$ cat config.mk
export PLATFORM = sky130hd
export DESIGN_NAME = encRegBank
export DESIGN_NICKNAME = d
export VERILOG_FILES = /design/src/rtl/encRegPkg.sv /design/src/rtl/encRegCtl.sv /design/src/rtl/encRegData.sv /design/src/rtl/encRegBank.sv
export SDC_FILE = /design/constraint.sdc
export NUM_CORES = 1
export LEC_CHECK = 0
export BUFFER_PORTS_ARGS = -buffer_cell sky130_fd_sc_hd__buf_2
export CORE_UTILIZATION = 45
export CTS_BUF_LIST = sky130_fd_sc_hd__clkbuf_4
export CTS_CLUSTER_DIAMETER = 150
export DETAILED_ROUTE_END_ITERATION = 8
export PLACE_DENSITY = 0.72
export SYNTH_ARGS = -nofsm -noshare
export SYNTH_HDL_FRONTEND = slang
export SYNTH_SLANG_ARGS = --single-unit
$ cat constraint.sdc
create_clock -name clk -period 2.9 [get_ports clk]
set_input_delay 0.58 -clock clk [delete_from_list [all_inputs] [get_ports clk]]
set_output_delay 0.58 -clock clk [all_outputs]
set_load 0.005 [all_outputs]
$ cat src/rtl/encRegPkg.sv
package encRegPkg;

  parameter int QuantDepth = 64;
  localparam int QIdxW = $clog2(QuantDepth);

  typedef enum logic [2:0] {
    RD_NONE,
    RD_CTRL,
    RD_SIZE,
    RD_STAT,
    RD_QUANT
  } rdSel_e;

  typedef enum logic [1:0] {
    ST_IDLE = 2'd0,
    ST_BUSY = 2'd1,
    ST_DONE = 2'd2
  } encStat_e;

  typedef struct packed {
    logic             wrCtrl;
    logic             wrSize;
    logic             wrQuant;
    logic             rdEn;
    rdSel_e           rdSel;
    logic [QIdxW-1:0] qIdx;
  } regStrobe_t;

endpackage

$ cat src/rtl/encRegCtl.sv
module encRegCtl
  import encRegPkg::*;
#(
  parameter int AddrW       = 32,
  parameter int CtrlOffs    = 'h0,
  parameter int SizeOffs    = 'h4,
  parameter int StatOffs    = 'hC,
  parameter int QuantOffs   = 'h100
) (
  input  logic             clk,
  input  logic             rst,
  input  logic             busSel,
  input  logic             busRnw,
  input  logic [AddrW-1:0] busAddr,
  output logic             busAck,
  output regStrobe_t       strb
);

  localparam int WordB    = 2;
  localparam int QSpanB   = QIdxW + WordB;
  localparam logic [AddrW-1:0] QuantBase = AddrW'(QuantOffs);

  logic selQ;
  logic accessNow;
  logic hitCtrl, hitSize, hitStat, hitQuant;

  // an access starts on the first edge that sees select high
  assign accessNow = busSel & ~selQ;

  always_ff @(posedge clk) begin
    if (rst) begin
      selQ   <= 1'b0;
      busAck <= 1'b0;
    end else begin
      selQ   <= busSel;
      busAck <= accessNow;
    end
  end

  always_comb begin
    hitCtrl  = (busAddr == AddrW'(CtrlOffs));
    hitSize  = (busAddr == AddrW'(SizeOffs));
    hitStat  = (busAddr == AddrW'(StatOffs));
    hitQuant = (busAddr[AddrW-1:QSpanB] == QuantBase[AddrW-1:QSpanB]) &&
               (busAddr[WordB-1:0] == '0);
  end

  always_comb begin
    strb         = '0;
    strb.qIdx    = busAddr[QSpanB-1:WordB];
    strb.rdSel   = RD_NONE;
    if (accessNow) begin
      if (busRnw) begin
        strb.rdEn = 1'b1;
        if (hitCtrl)       strb.rdSel = RD_CTRL;
        else if (hitSize)  strb.rdSel = RD_SIZE;
        else if (hitStat)  strb.rdSel = RD_STAT;
        else if (hitQuant) strb.rdSel = RD_QUANT;
      end else begin
        strb.wrCtrl  = hitCtrl;
        strb.wrSize  = hitSize;
        strb.wrQuant = hitQuant;
      end
    end
  end

  // acknowledge lasts one cycle
  a_r1_single_ack: assert property (@(posedge clk) disable iff (rst)
    busAck |=> !busAck);

  // acknowledge follows a rising select
  a_r1_ack_after_rise: assert property (@(posedge clk) disable iff (rst)
    $rose(busSel) |=> busAck);

  // no acknowledge without a select in the cycle before
  a_r1_ack_needs_sel: assert property (@(posedge clk) disable iff (rst)
    busAck |-> $past(busSel));

endmodule

$ cat src/rtl/encRegData.sv
module encRegData
  import encRegPkg::*;
#(
  parameter int DataW    = 32,
  parameter int CompW    = 3,
  parameter int QuantW   = 8,
  parameter int DimW     = 16,
  parameter int AlignB   = 3
) (
  input  logic              clk,
  input  logic              rst,
  input  regStrobe_t        strb,
  input  logic [DataW/8-1:0] busBe,
  input  logic [DataW-1:0]  busWdata,
  input  logic              coreDone,
  input  logic [QIdxW-1:0]  qIdx,
  output logic [DataW-1:0]  busRdata,
  output logic              coreStart,
  output logic [CompW-1:0]  compCount,
  output logic [DimW-1:0]   imgWidth,
  output logic [DimW-1:0]   imgHeight,
  output logic [QuantW-1:0] qVal
);

  localparam int Lanes = DataW / 8;
  localparam logic [DimW-1:0]  DimMask  = ~DimW'((1 << AlignB) - 1);
  localparam logic [DataW-1:0] SizeMask = {DimMask, DimMask};

  logic [DataW-1:0]  sizeReg;
  logic [DataW-1:0]  sizeNext;
  logic [QuantW-1:0] qTab [QuantDepth];
  encStat_e          stat;
  logic              startNow;
  logic [DataW-1:0]  rdMux;

  assign startNow = strb.wrCtrl & busBe[0] & busWdata[0];

  // control: count latch and start strobe
  always_ff @(posedge clk) begin
    if (rst) begin
      compCount <= '0;
      coreStart <= 1'b0;
    end else begin
      coreStart <= startNow;
      if (strb.wrCtrl && busBe[0]) compCount <= busWdata[CompW:1];
    end
  end

  // size word, byte-lane merge then alignment mask
  always_comb begin
    sizeNext = sizeReg;
    for (int b = 0; b < Lanes; b++) begin
      if (busBe[b]) sizeNext[8*b +: 8] = busWdata[8*b +: 8];
    end
    sizeNext = sizeNext & SizeMask;
  end

  always_ff @(posedge clk) begin
    if (rst)              sizeReg <= '0;
    else if (strb.wrSize) sizeReg <= sizeNext;
  end

  assign imgWidth  = sizeReg[2*DimW-1:DimW];
  assign imgHeight = sizeReg[DimW-1:0];

  // quantization table
  always_ff @(posedge clk) begin
    if (rst) begin
      for (int i = 0; i < QuantDepth; i++) qTab[i] <= '0;
    end else if (strb.wrQuant && busBe[0]) begin
      qTab[strb.qIdx] <= busWdata[QuantW-1:0];
    end
  end

  assign qVal = qTab[qIdx];

  // status: start takes priority over done
  always_ff @(posedge clk) begin
    if (rst) stat <= ST_IDLE;
    else if (startNow) stat <= ST_BUSY;
    else if (coreDone && stat == ST_BUSY) stat <= ST_DONE;
  end

  always_comb begin
    rdMux = '0;
    case (strb.rdSel)
      RD_CTRL:  rdMux[CompW:1]    = compCount;
      RD_SIZE:  rdMux             = sizeReg;
      RD_STAT:  rdMux[1:0]        = stat;
      RD_QUANT: rdMux[QuantW-1:0] = qTab[strb.qIdx];
      default:  rdMux             = '0;
    endcase
  end

  always_ff @(posedge clk) begin
    if (rst) busRdata <= '0;
    else     busRdata <= strb.rdEn ? rdMux : '0;
  end

  // start strobe lasts one cycle
  a_r5_start_single: assert property (@(posedge clk) disable iff (rst)
    coreStart |=> !coreStart);

  // strobe and busy status appear together
  a_r6_busy_on_start: assert property (@(posedge clk) disable iff (rst)
    coreStart |-> stat == ST_BUSY);

  // done while busy finishes the frame
  a_r6_done_when_busy: assert property (@(posedge clk) disable iff (rst)
    (stat == ST_BUSY && coreDone && !startNow) |=> stat == ST_DONE);

  // idle never jumps to done
  a_r6_idle_not_done: assert property (@(posedge clk) disable iff (rst)
    stat == ST_IDLE |=> stat != ST_DONE);

endmodule

$ cat src/rtl/encRegBank.sv
module encRegBank
  import encRegPkg::*;
(
  input  logic        clk,
  input  logic        rst,
  input  logic        busSel,
  input  logic        busRnw,
  input  logic [31:0] busAddr,
  input  logic [3:0]  busBe,
  input  logic [31:0] busWdata,
  output logic [31:0] busRdata,
  output logic        busAck,
  input  logic        coreDone,
  output logic        coreStart,
  output logic [2:0]  compCount,
  output logic [15:0] imgWidth,
  output logic [15:0] imgHeight,
  input  logic [5:0]  qIdx,
  output logic [7:0]  qVal
);

  regStrobe_t strb;

  encRegCtl #(.AddrW(32)) uCtl (
    .clk    (clk),
    .rst    (rst),
    .busSel (busSel),
    .busRnw (busRnw),
    .busAddr(busAddr),
    .busAck (busAck),
    .strb   (strb)
  );

  encRegData #(.DataW(32), .CompW(3), .QuantW(8), .DimW(16), .AlignB(3)) uData (
    .clk      (clk),
    .rst      (rst),
    .strb     (strb),
    .busBe    (busBe),
    .busWdata (busWdata),
    .coreDone (coreDone),
    .qIdx     (qIdx),
    .busRdata (busRdata),
    .coreStart(coreStart),
    .compCount(compCount),
    .imgWidth (imgWidth),
    .imgHeight(imgHeight),
    .qVal     (qVal)
  );

  // read data is quiet outside acknowledge
  a_r2_rdata_quiet: assert property (@(posedge clk) disable iff (rst)
    !busAck |-> busRdata == '0);

endmodule

==> flow_metrics.env <==
export IMPL_h_tree_depth=4
export IMPL_coreArea_sq_um=66200
export IMPL_powerDensity_nw_per_um2=516
export IMPL_clock_root_buffer="clkbuf_4"
export IMPL_clockBufferDepth=3
export IMPL_grt_start_max_net_pins=72
export IMPL_synth_edff_count=512
export IMPL_rows=94
export IMPL_fin_nets=2672
export IMPL_synth_ff_type="edfxtp_1"
export IMPL_violations="negative setup slack"
export IMPL_ys_types=60
export IMPL_gp_congestion=1.04
export IMPL_hold_viol=0
export IMPL_dp_cells=3256
export IMPL_die_w_um=262
export IMPL_n_fill_cell=5305
export IMPL_p_total_mw=18.6
export IMPL_syn_inst=2176
export IMPL_clkLatencyLatePin_ps=1030
export IMPL_p_leak_nw=14.5
export IMPL_synth_fa_ha_area_frac=0
export IMPL_io_buffers=143
export IMPL_drv_slew=0
export IMPL_netlist_area_sq_um=30300
export IMPL_synth_simple_area_share=0.165
export IMPL_hpwl_mm=72.0
export IMPL_start_kind="flop"
export IMPL_cap_violations=0
export IMPL_area_growth_syn_to_layout_pct=18.9
export IMPL_outcome="complete, but fails checks"
export IMPL_finalSetupViolCount=8
export IMPL_drive_gt1_frac=0.353
export IMPL_tritoncts="done"
export IMPL_muxShareOfSynthArea=0.222
export IMPL_fp_dieH_um=262
export IMPL_max_freq_mhz=272
export IMPL_final_cell_mix="517 x and2_1, 512 x edfxtp_1, 226 x buf_4"
export IMPL_clkTransAtPathRegs_ps=70
export IMPL_regArea_sq_um=16600
export IMPL_grt_overflow=0
export IMPL_rsz0062_at_grt="true"
export IMPL_die_area_sq_um=68500
export IMPL_worst_ep_required_time_ps=2320
export IMPL_initial_core_util=0.458
export IMPL_synth_warning_count=0
export IMPL_worstPathMaxFanout=2
export IMPL_wl_per_cell_um=28.0
export IMPL_clock_skew_ps=56.1
export IMPL_min_period_ps=3670
export IMPL_setup_ws_ps=-774
export IMPL_antenna_found_initial=3
export IMPL_grt_pass1_vias=21889
export IMPL_maxSlewHeadroom=0.412
export IMPL_synthArstFlopShare=0
export IMPL_cts_inserted_buffers=152
export IMPL_arrival_ps=3090
export IMPL_dr_pass1_iters=8
export IMPL_ys_seq_area_frac=0.548
export IMPL_critPathKind="reg -> out"
export IMPL_vias=21977
export IMPL_ioPinCount=156
export IMPL_clkSinkCount=575
export IMPL_grt_usage=0.294
export IMPL_drc=0
export IMPL_period_share=1.27
export IMPL_worstHoldPathType="in -> reg"
export IMPL_ir_drop_v=0.000246
export IMPL_routed_wl_mm=99.9
export IMPL_final_common_cell="and2_1"
export IMPL_grt_pass1_wl_mm=144
export IMPL_synth_seq_cells=575
export IMPL_fin_cells=3571
export IMPL_vias_per_cell=6.15
export IMPL_synth_compound_area_frac=0.0334
export IMPL_drtIter0Drc=3048
export IMPL_synthXorXnorAreaFrac=0
export IMPL_synth_top_family_by_area="multiplexers"
export IMPL_tightest_slew_ps=882
export IMPL_ant_nets=0
export IMPL_multi_input_area_sq_um=12900
export IMPL_syn_area_per_cell_sq_um=13.9
export IMPL_cp_end_kind="output pin"
[kinds of logic (layout without fill, tap and decap cells)]
| group | Yosys count | after routing |
|---|---|---|
| AND/OR/NAND/NOR | 867 | 867 |
| AO/OA/AOI/OAI | 152 | 152 |
| other | 1 | 12 |
| multiplexers | 387 | 387 |
| flip-flops | 575 | 575 |
| buffers and inverters | 194 | 714 |
[worst max-delay path, stage by stage (launching register included)]
cell and delay (ps):
edfxtp_1 420, mux4_2 510, mux4_2 560, a22oi_2 240
buf_4 190, nand2_4 50, buf_6 120
[metrics by stage]
stage / utilization / hold WS (ps) / setup WS [ps] / cell area [sq um] / TNS [ps]
global route: 0.545 / 84.6 / -837 / 36100 / -6420
finish: 0.545 / 121 / -774 / 36100 / -5720
CTS: 0.544 / 2.05 / -864 / 36000 / -6650
floorplan: - / 460 / 53.5 / 30400 / 0
global placement: 0.506 / 458 / -510 / 33500 / -8360
detailed placement: 0.506 / 473 / -529 / 33500 / -23860
[flip-flops by register name, summed over array words and instances, names as in the netlist]
name             flops
uCtl.selQ            1
uData.compCount      3
uData.sizeReg       26
uData.busRdata      29
uCtl.busAck          1
uData.stat           2
uData.coreStart      1
uData.qTab         512
[per-layer routing]
layer / up-vias / part of all wire / global-route usage
li1: 9139 / - / -
met1: 10896 / 0.37 / 0.371
met2: 1600 / 0.45 / 0.451
met3: 340 / 0.11 / 0.0799
met4: 2 / 0.065 / 0.186
met5: - / 0.00013 / 0
[Yosys cell counts (all sizes together) (2+ instances only)]
cell / number / area, sq um
a2111oi: 2 / 17.5
a211oi: 3 / 22.5
a21oi: 18 / 90.1
a221oi: 3 / 32.5
a22o: 3 / 26.3
a22oi: 27 / 203
a311oi: 2 / 17.5
a31oi: 7 / 43.8
and2: 517 / 3230
and3: 25 / 156
and3b: 2 / 17.5
buf: 68 / 465
clkbuf: 118 / 443
dfxtp: 63 / 1260
edfxtp: 512 / 15400
inv: 7 / 26.3
mux2: 17 / 191
mux2i: 146 / 1460
mux4: 224 / 5090
nand2: 48 / 180
nand2b: 11 / 68.8
nand3: 16 / 80.1
nand3b: 5 / 37.5
nand4: 8 / 75.1
nor2: 119 / 449
nor2b: 10 / 62.6
nor3: 23 / 115
nor4: 8 / 50.1
o211ai: 4 / 30.0
o21ai: 21 / 105
o22ai: 47 / 294
o2bb2ai: 2 / 17.5
o31ai: 3 / 22.5
or2: 68 / 425
or3: 3 / 18.8
[where the power goes]
group | total (mW) | internal [mW] | switching [mW]
logic | 1.95 | 0.841 | 1.11
registers | 9.32 | 9.17 | 0.145
clock network | 7.34 | 3.86 | 3.48
[worst paths after layout]
path                                   from                             end  slack (ps)  cells after the start
max          uData.qTab[2][2]$_SDFFCE_PN0P_                         qVal[2]        -770                      6
min                                busBe[3]  uData.sizeReg[26]$_SDFFE_PP0P_         120                      5
max reg2reg            uCtl.selQ$_SDFF_PP0_  uData.sizeReg[23]$_SDFFE_PP0P_         470                      8
min reg2reg   uData.sizeReg[8]$_SDFFE_PP0P_    uData.busRdata[8]$_SDFF_PP0_         500                      1
[area by class of cell]
cell class,instances,area share
Timing Repair Buffer,441,0.0962
Multi-Input combinational cell,1415,0.357
Sequential cell,575,0.461
Clock inverter,52,0.0105
Inverter,8,0.000833
Tap cell,864,0.0300
Clock buffer,213,0.0443
Antenna cell,3,0.000208
[timing repair]
action / in CTS / in global routing
hold buffers: 45 / 0
hold endpoints to repair: 29 / 0
resized for setup: 13 / 10
setup buffers: 2 / 0
pin swaps: 5 / 3
endpoints found under the setup margin: 8 / 8
(Power assumes the default switching activity.)
